--- config.mk ---
export PLATFORM = sky130hd
export DESIGN_NAME = kline_wake_gen
export DESIGN_NICKNAME = d
export VERILOG_FILES = /design/src/rtl/wkp_pkg.sv /design/src/rtl/wkp_elapsed.sv /design/src/rtl/wkp_glitch.sv /design/src/rtl/wkp_ctrl.sv /design/src/rtl/wkp_line.sv /design/src/rtl/kline_wake_gen.sv
export SDC_FILE = /design/constraint.sdc
export NUM_CORES = 1
export LEC_CHECK = 0
export BUFFER_PORTS_ARGS = -buffer_cell sky130_fd_sc_hd__buf_2
export CORE_ASPECT_RATIO = 1.25
export CORE_MARGIN = 8
export CORE_UTILIZATION = 45
export DETAILED_ROUTE_END_ITERATION = 8
export PLACE_DENSITY = 0.71
export SYNTH_ARGS = -nofsm -noshare
export SYNTH_HDL_FRONTEND = slang
export SYNTH_HIERARCHICAL = 1
export SYNTH_SLANG_ARGS = --single-unit
--- constraint.sdc ---
create_clock -name clk_i -period 10.5 [get_ports clk_i]
set_input_delay 1.05 -clock clk_i [delete_from_list [all_inputs] [get_ports clk_i]]
set_output_delay 1.05 -clock clk_i [all_outputs]
set_load 0.05 [all_outputs]
--- src/rtl/wkp_pkg.sv ---
package wkp_pkg;
  localparam int unsigned N_LINES = 2;

  typedef enum logic [1:0] {
    ST_IDLE  = 2'd0,
    ST_LOW   = 2'd1,
    ST_GUARD = 2'd2
  } wkp_state_e;

  function automatic logic [N_LINES-1:0] decode_sel(input logic [1:0] code);
    logic [N_LINES-1:0] m;
    case (code)
      2'd0:    m = 2'b01;
      2'd1:    m = 2'b10;
      2'd2:    m = 2'b11;
      default: m = 2'b00;
    endcase
    return m;
  endfunction

  function automatic logic sel_valid(input logic [1:0] code);
    return code <= 2'd2;
  endfunction
endpackage

--- src/rtl/wkp_elapsed.sv ---
module wkp_elapsed #(
  parameter int unsigned TS_W = 32
) (
  input  logic            clk_i,
  input  logic            rst_ni,
  input  logic            capture_i,
  input  logic [TS_W-1:0] ts_i,
  output logic [TS_W-1:0] elapsed_o
);
  logic [TS_W-1:0] start_q;

  always_ff @(posedge clk_i or negedge rst_ni) begin
    if (!rst_ni)        start_q <= '0;
    else if (capture_i) start_q <= ts_i;
  end

  // modular difference, wrap safe
  assign elapsed_o = ts_i - start_q;


  elapsed_mod_chk: assert property (@(posedge clk_i) disable iff (!rst_ni)
    capture_i |=> (elapsed_o == TS_W'(ts_i - $past(ts_i))));
endmodule

--- src/rtl/wkp_glitch.sv ---
module wkp_glitch #(
  parameter int unsigned TS_W      = 32,
  parameter int unsigned GLITCH_US = 5000
) (
  input  logic            clk_i,
  input  logic            rst_ni,
  input  logic            clear_i,
  input  logic            run_i,
  input  logic [TS_W-1:0] elapsed_i,
  output logic            pulse_o
);
  logic [TS_W-1:0] mark_q;
  logic [TS_W-1:0] since_mark;

  assign since_mark = elapsed_i - mark_q;

  always_ff @(posedge clk_i or negedge rst_ni) begin
    if (!rst_ni) begin
      mark_q  <= '0;
      pulse_o <= 1'b0;
    end else if (clear_i) begin
      mark_q  <= '0;
      pulse_o <= 1'b0;
    end else if (run_i && (since_mark >= TS_W'(GLITCH_US))) begin
      mark_q  <= elapsed_i;
      pulse_o <= 1'b1;
    end else begin
      pulse_o <= 1'b0;
    end
  end


  glitch_one_cycle_chk: assert property (@(posedge clk_i) disable iff (!rst_ni)
    pulse_o |=> !pulse_o);


  glitch_only_running_chk: assert property (@(posedge clk_i) disable iff (!rst_ni)
    pulse_o |-> $past(run_i));
endmodule

--- src/rtl/wkp_ctrl.sv ---
module wkp_ctrl
  import wkp_pkg::*;
#(
  parameter int unsigned TS_W    = 32,
  parameter int unsigned LOW_US  = 25000,
  parameter int unsigned DONE_US = 49000
) (
  input  logic               clk_i,
  input  logic               rst_ni,
  input  logic               start_i,
  input  logic [1:0]         sel_i,
  input  logic [TS_W-1:0]    elapsed_i,
  output logic               capture_o,
  output logic               low_run_o,
  output logic [N_LINES-1:0] drive_o,
  output logic               busy_o,
  output logic               done_o,
  output logic               err_o
);
  wkp_state_e         state_q;
  logic [N_LINES-1:0] mask_q;
  logic               low_over;
  logic               guard_over;

  assign low_over   = elapsed_i >= TS_W'(LOW_US);
  assign guard_over = elapsed_i >= TS_W'(DONE_US);
  assign capture_o  = (state_q == ST_IDLE) && start_i && sel_valid(sel_i);
  assign low_run_o  = (state_q == ST_LOW) && !low_over;
  assign drive_o    = (state_q == ST_LOW) ? mask_q : '0;
  assign busy_o     = state_q != ST_IDLE;

  always_ff @(posedge clk_i or negedge rst_ni) begin
    if (!rst_ni) begin
      state_q <= ST_IDLE;
      mask_q  <= '0;
      done_o  <= 1'b0;
      err_o   <= 1'b0;
    end else begin
      done_o <= 1'b0;
      err_o  <= 1'b0;
      case (state_q)
        ST_IDLE: begin
          if (start_i) begin
            if (sel_valid(sel_i)) begin
              mask_q  <= decode_sel(sel_i);
              state_q <= ST_LOW;
            end else begin
              done_o <= 1'b1;
              err_o  <= 1'b1;
            end
          end
        end
        ST_LOW: begin
          if (low_over) state_q <= ST_GUARD;
        end
        ST_GUARD: begin
          if (guard_over) begin
            state_q <= ST_IDLE;
            mask_q  <= '0;
            done_o  <= 1'b1;
          end
        end
        default: state_q <= ST_IDLE;
      endcase
    end
  end


  bad_sel_err_chk: assert property (@(posedge clk_i) disable iff (!rst_ni)
    (state_q == ST_IDLE && start_i && sel_i == 2'd3) |=> (done_o && err_o && !busy_o));


  busy_start_ignored_chk: assert property (@(posedge clk_i) disable iff (!rst_ni)
    (state_q == ST_LOW && start_i) |=> $stable(mask_q));


  release_at_low_chk: assert property (@(posedge clk_i) disable iff (!rst_ni)
    (state_q == ST_LOW && low_over) |=> (state_q == ST_GUARD && drive_o == '0));


  done_after_guard_chk: assert property (@(posedge clk_i) disable iff (!rst_ni)
    (done_o && !err_o) |-> ($past(state_q) == ST_GUARD && !busy_o));


  mask_legal_chk: assert property (@(posedge clk_i) disable iff (!rst_ni)
    busy_o |-> (mask_q != '0));
endmodule

--- src/rtl/wkp_line.sv ---
module wkp_line (
  input  logic drive_i,
  input  logic level_i,
  input  logic uart_tx_i,
  output logic line_o,
  output logic oe_o
);
  assign oe_o   = drive_i;
  assign line_o = drive_i ? level_i : uart_tx_i;
endmodule

--- src/rtl/kline_wake_gen.sv ---
module kline_wake_gen
  import wkp_pkg::*;
#(
  parameter int unsigned TS_W      = 32,
  parameter int unsigned LOW_US    = 25000,
  parameter int unsigned GLITCH_US = 5000,
  parameter int unsigned DONE_US   = 49000
) (
  input  logic            clk_i,
  input  logic            rst_ni,
  input  logic            start_i,
  input  logic [1:0]      sel_i,
  input  logic [TS_W-1:0] ts_i,
  input  logic [1:0]      uart_tx_i,
  output logic [1:0]      line_o,
  output logic [1:0]      oe_o,
  output logic            busy_o,
  output logic            done_o,
  output logic            err_o
);
  logic [TS_W-1:0]    elapsed;
  logic               capture;
  logic               low_run;
  logic               glitch;
  logic [N_LINES-1:0] drive;

  wkp_elapsed #(.TS_W(TS_W)) u_elapsed (
    .clk_i     (clk_i),
    .rst_ni    (rst_ni),
    .capture_i (capture),
    .ts_i      (ts_i),
    .elapsed_o (elapsed)
  );

  wkp_ctrl #(.TS_W(TS_W), .LOW_US(LOW_US), .DONE_US(DONE_US)) u_ctrl (
    .clk_i     (clk_i),
    .rst_ni    (rst_ni),
    .start_i   (start_i),
    .sel_i     (sel_i),
    .elapsed_i (elapsed),
    .capture_o (capture),
    .low_run_o (low_run),
    .drive_o   (drive),
    .busy_o    (busy_o),
    .done_o    (done_o),
    .err_o     (err_o)
  );

  wkp_glitch #(.TS_W(TS_W), .GLITCH_US(GLITCH_US)) u_glitch (
    .clk_i     (clk_i),
    .rst_ni    (rst_ni),
    .clear_i   (capture),
    .run_i     (low_run),
    .elapsed_i (elapsed),
    .pulse_o   (glitch)
  );

  for (genvar i = 0; i < N_LINES; i++) begin : g_line
    wkp_line u_line (
      .drive_i   (drive[i]),
      .level_i   (glitch),
      .uart_tx_i (uart_tx_i[i]),
      .line_o    (line_o[i]),
      .oe_o      (oe_o[i])
    );
  end


  oe_only_busy_chk: assert property (@(posedge clk_i) disable iff (!rst_ni)
    (oe_o != '0) |-> busy_o);


  idle_quiet_chk: assert property (@(posedge clk_i) disable iff (!rst_ni)
    !busy_o |-> (oe_o == '0));
endmodule

==> impl_results.html, run 1 <==
<table>
<tr><th>Metric</th><th>Value</th></tr>
<tr><th colspan="2">Status</th></tr>
<tr><td>Result of the run</td><td>completed</td></tr>
<tr><th colspan="2">Setup path</th></tr>
<tr><td>Largest delay share family, worst path</td><td>compound AO/OA/AOI/OAI gates</td></tr>
<tr><td>Launching element type of the critical path</td><td>primary input</td></tr>
<tr><td>Biggest fanout along the worst timing path</td><td>33</td></tr>
<tr><td>Critical path type</td><td>in -&gt; reg</td></tr>
<tr><td>Critical path buffer and inverter count</td><td>3</td></tr>
<tr><td>Crit end category</td><td>flop</td></tr>
<tr><td>Worst path cell trace</td><td>buf_2 -&gt; ha_1 -&gt; a21o_1 -&gt; a21o_1 -&gt; a221o_1 -&gt; a31oi_1 -&gt; o21ai_1 -&gt; o311ai_1 -&gt; ha_1 -&gt; a21oi_1 -&gt; o21a_1 -&gt; nand2_1 -&gt; nor4_1 -&gt; nor4_1 -&gt; or4_1 -&gt; a2111oi_4 -&gt; buf_4 -&gt; and2_1 -&gt; buf_4 -&gt; o211ai_1</td></tr>
<tr><td>WP data arrival</td><td>6.83 ns</td></tr>
<tr><td>Cell with the biggest individual delay on the critical path</td><td>sky130_fd_sc_hd__or4_1</td></tr>
<tr><td>Slowest cell delay on critical path</td><td>0.57 ns</td></tr>
<tr><td>Required time at the endpoint of the critical path</td><td>10.69 ns</td></tr>
<tr><th colspan="2">Floorplan</th></tr>
<tr><td>Area of the die</td><td>22000 µm²</td></tr>
<tr><td>Die Y-Extent</td><td>164 µm</td></tr>
<tr><td>Floorplan Core Area</td><td>17300 µm²</td></tr>
<tr><td>Std cell rows</td><td>54</td></tr>
<tr><td>Number of top-level pins</td><td>46</td></tr>
<tr><td>Starting Density</td><td>0.454</td></tr>
<tr><td>Die extent in x</td><td>134 µm</td></tr>
<tr><th colspan="2">Clock tree</th></tr>
<tr><td>Insertion delay of the later-clocked pin in the worst-skew pair</td><td>0.33 ns</td></tr>
<tr><td>Sinks on Clock Net</td><td>71</td></tr>
<tr><td>Cell at the root of the clock tree</td><td>sky130_fd_sc_hd__clkbuf_16</td></tr>
<tr><td>CTS tree</td><td>yes</td></tr>
<tr><td>Clock buffer depth</td><td>2</td></tr>
<tr><td>Post-CTS setup buffers</td><td>0</td></tr>
<tr><td>Total of cells resized after clock tree synthesis</td><td>0</td></tr>
<tr><td>Total clock buffers created by CTS</td><td>9</td></tr>
<tr><td>Hold-fix buffers at CTS</td><td>0</td></tr>
<tr><td>Clock-pin transition on the worst setup and hold timing paths</td><td>0.06 ns</td></tr>
<tr><td>H-tree depth</td><td>3</td></tr>
<tr><th colspan="2">Synthesis</th></tr>
<tr><td>Simple-Gate Fraction of Synth Area</td><td>0.230</td></tr>
<tr><td>Post-Syn Instances</td><td>1041</td></tr>
<tr><td>Net count after synthesis</td><td>1147</td></tr>
<tr><td>Asr flop ratio synth</td><td>1.00</td></tr>
<tr><td>Prevailing post-synth register cell</td><td>sky130_fd_sc_hd__dfrtp_1</td></tr>
<tr><td>Warnings from Yosys</td><td>6</td></tr>
<tr><td>Sequential element share of the synthesized area</td><td>0.226</td></tr>
<tr><td>Synth area leaders</td><td>sky130_fd_sc_hd__dfrtp_1, sky130_fd_sc_hd__ha_1, sky130_fd_sc_hd__nand2_1</td></tr>
<tr><td>Post-synthesis compound-gate area fraction</td><td>0.302</td></tr>
<tr><td>Mux contribution to synthesized area</td><td>0.00940</td></tr>
<tr><td>Biggest area consumer among synthesized cells</td><td>sky130_fd_sc_hd__dfrtp_1</td></tr>
<tr><td>Largest family of logic cells by synthesized area</td><td>compound AO/OA/AOI/OAI gates</td></tr>
<tr><td>Synth Area in Adders</td><td>0.109</td></tr>
<tr><td>Number of synthesized flops with an enable pin</td><td>0</td></tr>
<tr><td>Netlist area before placement</td><td>7850 µm²</td></tr>
<tr><td>Xor and xnor fraction of the mapped netlist area</td><td>0.0424</td></tr>
<tr><td>Total of flip-flops plus latches after synthesis</td><td>71</td></tr>
<tr><td>Distinct cell type count of the synthesized netlist</td><td>78</td></tr>
<tr><td>Yosys top cell area share</td><td>0.226</td></tr>
<tr><td>Mean instance size in the synthesized netlist</td><td>7.54 µm²</td></tr>
<tr><th colspan="2">Timing</th></tr>
<tr><td>Clock period minus worst slack</td><td>6.64 ns</td></tr>
<tr><td>Final setup violating endpoints</td><td>0</td></tr>
<tr><td>Achievable Freq</td><td>151 MHz</td></tr>
<tr><td>Final hold slack</td><td>0.503 ns</td></tr>
<tr><td>Worst Tran Pin Value</td><td>1.08 ns</td></tr>
<tr><td>Number of max-slew violations in the final report</td><td>0</td></tr>
<tr><td>Worst slew margin relative to its limit</td><td>0.277</td></tr>
<tr><td>Crit path setup slack, layout</td><td>3.86 ns</td></tr>
<tr><td>Final Hold Vio Count</td><td>0</td></tr>
<tr><td>Final critical-path share of the clock period</td><td>0.632</td></tr>
<tr><td>Clock skew after layout</td><td>0.0102 ns</td></tr>
<tr><td>Unrepaired setup endpoints after global routing</td><td>false</td></tr>
<tr><td>Post-route setup TNS</td><td>0 ns</td></tr>
<tr><th colspan="2">Drt</th></tr>
<tr><td>Met2 Wirelength</td><td>10400 µm</td></tr>
<tr><td>Overall via count from detail_route</td><td>7783</td></tr>
<tr><td>DRC Markers</td><td>0</td></tr>
<tr><td>Post-DRT Antenna Nets</td><td>0</td></tr>
<tr><td>Routed WL per cell</td><td>16.8 µm</td></tr>
<tr><td>Total routed wire length on the met1 layer</td><td>9410 µm</td></tr>
<tr><td>Initial DRT Pass Iterations</td><td>6</td></tr>
<tr><td>Vias per inst</td><td>6.17</td></tr>
<tr><td>DR top layer</td><td>met4</td></tr>
<tr><td>Total Routed Length</td><td>21200 µm</td></tr>
<tr><td>Routed length on met3</td><td>792 µm</td></tr>
<tr><td>Drt first-iter violations</td><td>766</td></tr>
<tr><th colspan="2">Finish</th></tr>
<tr><td>Antenna diode count</td><td>0</td></tr>
<tr><td>Number of filler instances in the final layout</td><td>1758</td></tr>
<tr><td>Post-layout net count</td><td>1140</td></tr>
<tr><td>Ratio of cells with drive above 1 in the final layout</td><td>0.0906</td></tr>
<tr><td>Area added between synthesis and finish</td><td>7.82%</td></tr>
<tr><td>Post-Route Utilization</td><td>0.490</td></tr>
<tr><td>Footprint of the flip-flops and latches</td><td>1780 µm²</td></tr>
<tr><td>Footprint of the multi-input gates</td><td>5480 µm²</td></tr>
<tr><td>Final std cell area, no fill</td><td>8470 µm²</td></tr>
<tr><th colspan="2">Place</th></tr>
<tr><td>Placed wire-length estimate after detailed placement</td><td>15500 µm</td></tr>
<tr><td>Setup Slack @ Placement</td><td>3.62 ns</td></tr>
<tr><td>Placed Instance Area</td><td>8150 µm²</td></tr>
<tr><td>Final Wtd Congestion</td><td>0.914</td></tr>
<tr><td>Number of port buffers</td><td>45</td></tr>
<tr><th colspan="2">Power and ir drop</th></tr>
<tr><td>Pwr per Cell Area</td><td>271 nW/µm²</td></tr>
<tr><td>Maximum vdd drop</td><td>127 µV</td></tr>
<tr><td>Leakage power total</td><td>0.00359 µW</td></tr>
<tr><th colspan="2">Global route</th></tr>
<tr><td>Global-route wire length before repair</td><td>35200 µm</td></tr>
<tr><td>Aggregate global-route resource usage</td><td>0.190</td></tr>
<tr><td>Vias in the first global route</td><td>7412</td></tr>
<tr><td>Pin count of the biggest net entering global routing</td><td>98</td></tr>
<tr><td>Antenna violations before repair</td><td>0</td></tr>
<tr><td>Gr ovfl total</td><td>0</td></tr>
<tr><th colspan="2">Min path</th></tr>
<tr><td>Class of the tightest hold or removal check</td><td>reg -&gt; reg</td></tr>
<tr><th colspan="2">Run</th></tr>
<tr><td>Maximum Capacitance Violations</td><td>0</td></tr>
</table>
-- Yosys cell counts, types with 16 or more instances --
library cell	count
sky130_fd_sc_hd__nand3_1	45
sky130_fd_sc_hd__dfrtp_1	71
sky130_fd_sc_hd__o211ai_1	40
sky130_fd_sc_hd__nor2_1	80
sky130_fd_sc_hd__inv_1	88
sky130_fd_sc_hd__o21ai_0	70
sky130_fd_sc_hd__nand4_1	57
sky130_fd_sc_hd__a21o_1	27
sky130_fd_sc_hd__nand2_1	96
sky130_fd_sc_hd__xnor2_1	22
sky130_fd_sc_hd__clkbuf_1	52
sky130_fd_sc_hd__a21oi_1	62
sky130_fd_sc_hd__xor2_1	16
sky130_fd_sc_hd__a2bb2oi_1	32
sky130_fd_sc_hd__ha_1	65
-- stage by stage --
| stage | cells | total power, µW |
|---|---|---|
| final | 1262 | 2300 |
| after global placement | 1247 | 1920 |
| after detailed placement | 1247 | 1930 |
| after CTS | 1262 | 2270 |
| after floorplan | 1041 | 1560 |
| after global routing | 1262 | 2470 |
-- cell usage in the layout (no fill, tap or decap), types with 16 or more instances in the layout --
master,Yosys,layout
sky130_fd_sc_hd__inv_1,88,88
sky130_fd_sc_hd__a2bb2oi_1,32,32
sky130_fd_sc_hd__buf_2,9,44
sky130_fd_sc_hd__nor2_1,80,79
sky130_fd_sc_hd__nand3_1,45,45
sky130_fd_sc_hd__o211ai_1,40,40
sky130_fd_sc_hd__a21oi_1,62,62
sky130_fd_sc_hd__o21ai_0,70,70
sky130_fd_sc_hd__xnor2_1,22,22
sky130_fd_sc_hd__nand2_1,96,96
sky130_fd_sc_hd__nand4_1,57,57
sky130_fd_sc_hd__xor2_1,16,16
sky130_fd_sc_hd__dfrtp_1,71,71
sky130_fd_sc_hd__ha_1,65,65
sky130_fd_sc_hd__a21o_1,27,27
-- cell type report --
cell class                      instances  area share
Clock buffer                           10      0.0282
Clock inverter                          5     0.00975
Inverter                               88      0.0390
Multi-Input combinational cell        812       0.647
Sequential cell                        71       0.210
Tap cell                              224      0.0331
Timing Repair Buffer                   52      0.0331
-- sequential cells by signal, summed over array words and instances, names as in the netlist --
| name | count |
|---|---|
| u_ctrl/done_o | 1 |
| u_ctrl/err_o | 1 |
| u_glitch/mark_q | 32 |
| u_elapsed/start_q | 32 |
| u_glitch/pulse_o | 1 |
| u_ctrl/mask_q | 2 |
| u_ctrl/state_q | 2 |
-- cell families after synthesis --
logic type | after synthesis
AOI/OAI and AO/OA | 337
xor gates and xnor gates | 38
adders and majority gates | 67
buffers and inverters | 158
DFF | 71
muxes | 6
and+or+nand+nor | 364
-- routing by layer --
metal / up-vias / GRT usage
met1: 3681 / 0.239
met4: 0 / 0.0813
met3: 39 / 0.0138
li1: 3829 / -
met2: 234 / 0.329
met5: - / 0
-- path summary, 6_finish.rpt --
kind                                              startpoint                                 to  slack [ns]  cells past startpoint
setup / recovery                                    ts_i[11]    u_glitch/mark_q[22]$_DFFE_PN0P_        3.86                     20
hold / removal                  u_ctrl/mask_q[1]$_DFFE_PN0P_       u_ctrl/mask_q[1]$_DFFE_PN0P_        0.50                      1
max in group asynchronous                             rst_ni    u_glitch/mark_q[17]$_DFFE_PN0P_        9.05                      1
min in group asynchronous                             rst_ni  u_elapsed/start_q[10]$_DFFE_PN0P_        0.84                      1
hold reg to reg                 u_ctrl/mask_q[1]$_DFFE_PN0P_       u_ctrl/mask_q[1]$_DFFE_PN0P_        0.50                      1
setup reg to reg           u_elapsed/start_q[11]$_DFFE_PN0P_    u_glitch/mark_q[22]$_DFFE_PN0P_        4.33                     20
-- worst reg2reg max path, cell delays in order (launching register included) --
cell                        delay (ns)
sky130_fd_sc_hd__dfrtp_1          0.32
sky130_fd_sc_hd__inv_1            0.05
sky130_fd_sc_hd__ha_1             0.34
sky130_fd_sc_hd__a21o_1           0.18
sky130_fd_sc_hd__a21o_1           0.17
sky130_fd_sc_hd__a221o_1          0.38
sky130_fd_sc_hd__a31oi_1          0.29
sky130_fd_sc_hd__o21ai_1          0.18
sky130_fd_sc_hd__o311ai_1         0.55
sky130_fd_sc_hd__ha_1             0.45
sky130_fd_sc_hd__a21oi_1          0.22
sky130_fd_sc_hd__o21a_1           0.21
sky130_fd_sc_hd__nand2_1          0.06
sky130_fd_sc_hd__nor4_1           0.41
sky130_fd_sc_hd__nor4_1           0.11
sky130_fd_sc_hd__or4_1            0.57
sky130_fd_sc_hd__a2111oi_4        0.28
sky130_fd_sc_hd__buf_4            0.40
sky130_fd_sc_hd__and2_1           0.35
sky130_fd_sc_hd__buf_4            0.36
sky130_fd_sc_hd__o211ai_1         0.17
-- where the power goes --
group,switching (µW),internal (µW),leakage (µW)
registers,10.2,305,0.000933
logic,1050,602,0.00250
clock network,118,214,0.000159
total,1180,1120,0.00359
Power figures use the tool's default switching activity.
==> run 2: changes to the inputs <==
- clock period: 10.5 -> 6.7 ns (I/O delays scaled with it)
==> impl_results.html, run 2 (synthesis gave the netlist of run 1 again) <==
<table>
<tr><th>Metric</th><th>Value</th></tr>
<tr><th colspan="2">Status</th></tr>
<tr><td>Result of the run</td><td>completed</td></tr>
<tr><th colspan="2">Finish</th></tr>
<tr><td>Most common library cell in the layout ignoring fill and taps</td><td>sky130_fd_sc_hd__nand2_1</td></tr>
<tr><td>Most frequent cells in the layout</td><td>sky130_fd_sc_hd__nand2_1, sky130_fd_sc_hd__inv_1, sky130_fd_sc_hd__nor2_1</td></tr>
<tr><td>Ratio of cells with drive above 1 in the final layout</td><td>0.0932 (+0.00262)</td></tr>
<tr><td>Antenna diode count</td><td>0 (unchanged)</td></tr>
<tr><td>Area added between synthesis and finish</td><td>8.57%</td></tr>
<tr><td>Post-layout net count</td><td>1143 (+0.26%)</td></tr>
<tr><td>Final std cell area, no fill</td><td>8530 µm² (+0.69%)</td></tr>
<tr><td>Largest regs</td><td>u_elapsed/start_q x32, u_glitch/mark_q x32</td></tr>
<tr><th colspan="2">Setup path</th></tr>
<tr><td>Critical path type</td><td>in -&gt; reg</td></tr>
<tr><td>Largest delay share family, worst path</td><td>compound AO/OA/AOI/OAI gates</td></tr>
<tr><td>Worst path cell trace</td><td>buf_2 -&gt; ha_1 -&gt; a21oi_1 -&gt; o21ai_0 -&gt; a221o_1 -&gt; a31oi_1 -&gt; o21ai_1 -&gt; o311ai_1 -&gt; ha_1 -&gt; a21oi_1 -&gt; o21a_1 -&gt; nand2_1 -&gt; nor4_1 -&gt; nor4_1 -&gt; or4_1 -&gt; a2111oi_4 -&gt; and2_1 -&gt; buf_4 -&gt; a211oi_1</td></tr>
<tr><td>Biggest fanout along the worst timing path</td><td>33 (unchanged)</td></tr>
<tr><td>Slowest cell delay on critical path</td><td>0.58 ns (about the same)</td></tr>
<tr><td>Cell with the biggest individual delay on the critical path</td><td>sky130_fd_sc_hd__or4_1</td></tr>
<tr><td>Crit end category</td><td>flop</td></tr>
<tr><td>Launching element type of the critical path</td><td>primary input</td></tr>
<tr><td>Critical path buffer and inverter count</td><td>2 (-1)</td></tr>
<tr><td>Required time at the endpoint of the critical path</td><td>6.86 ns (-3.83 ns)</td></tr>
<tr><td>WP data arrival</td><td>6.05 ns (-0.78 ns)</td></tr>
<tr><th colspan="2">Drt</th></tr>
<tr><td>Overall via count from detail_route</td><td>7906 (+1.6%)</td></tr>
<tr><td>Routed WL per cell</td><td>17.0 µm (+1.2%)</td></tr>
<tr><td>Initial DRT Pass Iterations</td><td>5 (-1)</td></tr>
<tr><td>Drt first-iter violations</td><td>775 (+1.2%)</td></tr>
<tr><td>Total Routed Length</td><td>21500 µm (+1.4%)</td></tr>
<tr><td>Post-DRT Antenna Nets</td><td>0 (unchanged)</td></tr>
<tr><td>Vias per inst</td><td>6.25 (+1.3%)</td></tr>
<tr><td>DRC Markers</td><td>0 (unchanged)</td></tr>
<tr><th colspan="2">Timing</th></tr>
<tr><td>Worst slew margin relative to its limit</td><td>0.217 (-0.0596)</td></tr>
<tr><td>Post-route setup TNS</td><td>0 ns (unchanged)</td></tr>
<tr><td>Unrepaired setup endpoints after global routing</td><td>false</td></tr>
<tr><td>Final critical-path share of the clock period</td><td>0.879</td></tr>
<tr><td>Clock period minus worst slack</td><td>5.89 ns</td></tr>
<tr><td>Final Hold Vio Count</td><td>0 (unchanged)</td></tr>
<tr><td>Clock skew after layout</td><td>0.00796 ns (-0.00222 ns)</td></tr>
<tr><td>Final setup violating endpoints</td><td>0 (unchanged)</td></tr>
<tr><td>Achievable Freq</td><td>170 MHz</td></tr>
<tr><td>Worst Tran Pin Value</td><td>1.17 ns (+0.0894 ns)</td></tr>
<tr><td>Number of max-slew violations in the final report</td><td>0 (unchanged)</td></tr>
<tr><th colspan="2">Global route</th></tr>
<tr><td>Gr ovfl total</td><td>0 (unchanged)</td></tr>
<tr><td>Global-route wire length before repair</td><td>35700 µm (+1.4%)</td></tr>
<tr><td>Aggregate global-route resource usage</td><td>0.193 (+0.00309)</td></tr>
<tr><td>Antenna violations before repair</td><td>0 (unchanged)</td></tr>
<tr><td>Pin count of the biggest net entering global routing</td><td>99 (+1.0%)</td></tr>
<tr><td>Vias in the first global route</td><td>7462 (+0.67%)</td></tr>
<tr><th colspan="2">Clock tree</th></tr>
<tr><td>Sinks on Clock Net</td><td>71 (unchanged)</td></tr>
<tr><td>Cell at the root of the clock tree</td><td>sky130_fd_sc_hd__clkbuf_16</td></tr>
<tr><td>Total clock buffers created by CTS</td><td>9 (unchanged)</td></tr>
<tr><td>CTS tree</td><td>yes</td></tr>
<tr><td>Clock buffer depth</td><td>2 (unchanged)</td></tr>
<tr><td>Hold-fix buffers at CTS</td><td>0 (unchanged)</td></tr>
<tr><td>Clock-pin transition on the worst setup and hold timing paths</td><td>0.06 ns (about the same)</td></tr>
<tr><td>H-tree depth</td><td>3 (unchanged)</td></tr>
<tr><td>Insertion delay of the later-clocked pin in the worst-skew pair</td><td>0.34 ns (about the same)</td></tr>
<tr><td>Post-CTS setup buffers</td><td>0 (unchanged)</td></tr>
<tr><td>Total of cells resized after clock tree synthesis</td><td>0 (unchanged)</td></tr>
<tr><th colspan="2">Power and ir drop</th></tr>
<tr><td>Part of the power in registers</td><td>0.134 (-0.003)</td></tr>
<tr><td>Leakage power total</td><td>0.00361 µW (+0.66%)</td></tr>
<tr><td>Maximum vdd drop</td><td>180 µV (+42%)</td></tr>
<tr><td>Total net switching power</td><td>1860 µW (+58%)</td></tr>
<tr><td>Comb pwr share</td><td>0.713 (-0.006)</td></tr>
<tr><td>Int Pwr</td><td>1810 µW (+62%)</td></tr>
<tr><td>Switching share of total power</td><td>0.507 (-0.00554)</td></tr>
<tr><td>Pwr per Cell Area</td><td>431 nW/µm² (+59%)</td></tr>
<tr><td>Relative contribution of the clock network to total power</td><td>0.153 (+0.009)</td></tr>
<tr><th colspan="2">Floorplan</th></tr>
<tr><td>Starting Density</td><td>0.454 (unchanged)</td></tr>
<tr><td>Floorplan Core Area</td><td>17300 µm² (unchanged)</td></tr>
<tr><td>Area of the die</td><td>22000 µm² (unchanged)</td></tr>
<tr><td>Die extent in x</td><td>134 µm (unchanged)</td></tr>
<tr><td>Number of top-level pins</td><td>46 (unchanged)</td></tr>
<tr><td>Die Y-Extent</td><td>164 µm (unchanged)</td></tr>
<tr><td>Std cell rows</td><td>54 (unchanged)</td></tr>
<tr><th colspan="2">Place</th></tr>
<tr><td>Number of port buffers</td><td>45 (unchanged)</td></tr>
<tr><td>Placed Instance Area</td><td>8180 µm² (+0.43%)</td></tr>
<tr><td>Final Wtd Congestion</td><td>0.908 (-0.56%)</td></tr>
<tr><td>Placed wire-length estimate after detailed placement</td><td>15600 µm (+0.41%)</td></tr>
<tr><th colspan="2">Run</th></tr>
<tr><td>Maximum Capacitance Violations</td><td>0 (unchanged)</td></tr>
<tr><th colspan="2">Min path</th></tr>
<tr><td>Class of the tightest hold or removal check</td><td>in -&gt; async</td></tr>
</table>
## run 2: changes by cell type in the layout (fill, tap and decap cells not counted), sizes merged
cell	change
buf	+3
clkinvlp	+1
bufinv	+1
clkinv	-2
## run 2: path summary, 6_finish.rpt
check	from	end	slack, ns	cells after the start
min reg2reg	u_ctrl/mask_q[0]$_DFFE_PN0P_	u_ctrl/mask_q[0]$_DFFE_PN0P_	0.52	1
max in group asynchronous	rst_ni	u_glitch/mark_q[19]$_DFFE_PN0P_	5.61	1
max	ts_i[9]	u_glitch/pulse_o$_DFF_PN0_	0.81	19
min in group clk_i	u_ctrl/mask_q[0]$_DFFE_PN0P_	u_ctrl/mask_q[0]$_DFFE_PN0P_	0.52	1
min	rst_ni	u_elapsed/start_q[6]$_DFFE_PN0P_	0.48	1
max reg2reg	u_elapsed/start_q[9]$_DFFE_PN0P_	u_glitch/pulse_o$_DFF_PN0_	0.90	19
## run 2: final cells by class
cell class	instances	area, µm²
well taps	224	280
repair buffers	55	315
clock buffers	10	239
clock inverters	5	106
flip-flops and latches	71	1780
inverters	88	330
fillers	1739	8770
multi-input cells	812	5480
## run 2: worst reg2reg max path: cells and delay by family, from the launching register on
family	cells	cell delay, ns
flops	1	0.33
buf+inv	2	0.42
compound gates	10	2.76
fa+ha+maj	2	0.77
simple gates	5	1.36
## run 2: power groups by stage
stage | Sequential, µW | Clock, µW | Combinational, µW
floorplan | 501 | 0 | 1940
global placement | 500 | 0 | 2530
detailed placement | 502 | 0 | 2550
CTS | 495 | 572 | 2560
global route | 499 | 589 | 2860
finish | 494 | 561 | 2620
## run 2: layer usage
metal,wire length [µm],share of wire,track usage
met1,9470,0.44,0.246
met2,10600,0.50,0.334
met3,898,0.042,0.0187
met4,473,0.022,0.0701
met5,0,0,0
## run 2: metrics by stage
| stage | hold WS, ns | power (µW) | cells | setup WS [ns] | utilization |
|---|---|---|---|---|---|
| floorplan | 0.374 | 2440 | 1041 | 1.36 | - |
| finish | 0.475 | 3680 | 1265 | 0.811 | 0.493 |
| global placement | 0.491 | 3030 | 1250 | 0.715 | 0.473 |
| CTS | 0.509 | 3630 | 1265 | 1.00 | 0.493 |
| global route | 0.525 | 3940 | 1265 | 0.454 | 0.493 |
| detailed placement | 0.495 | 3050 | 1250 | 0.688 | 0.473 |
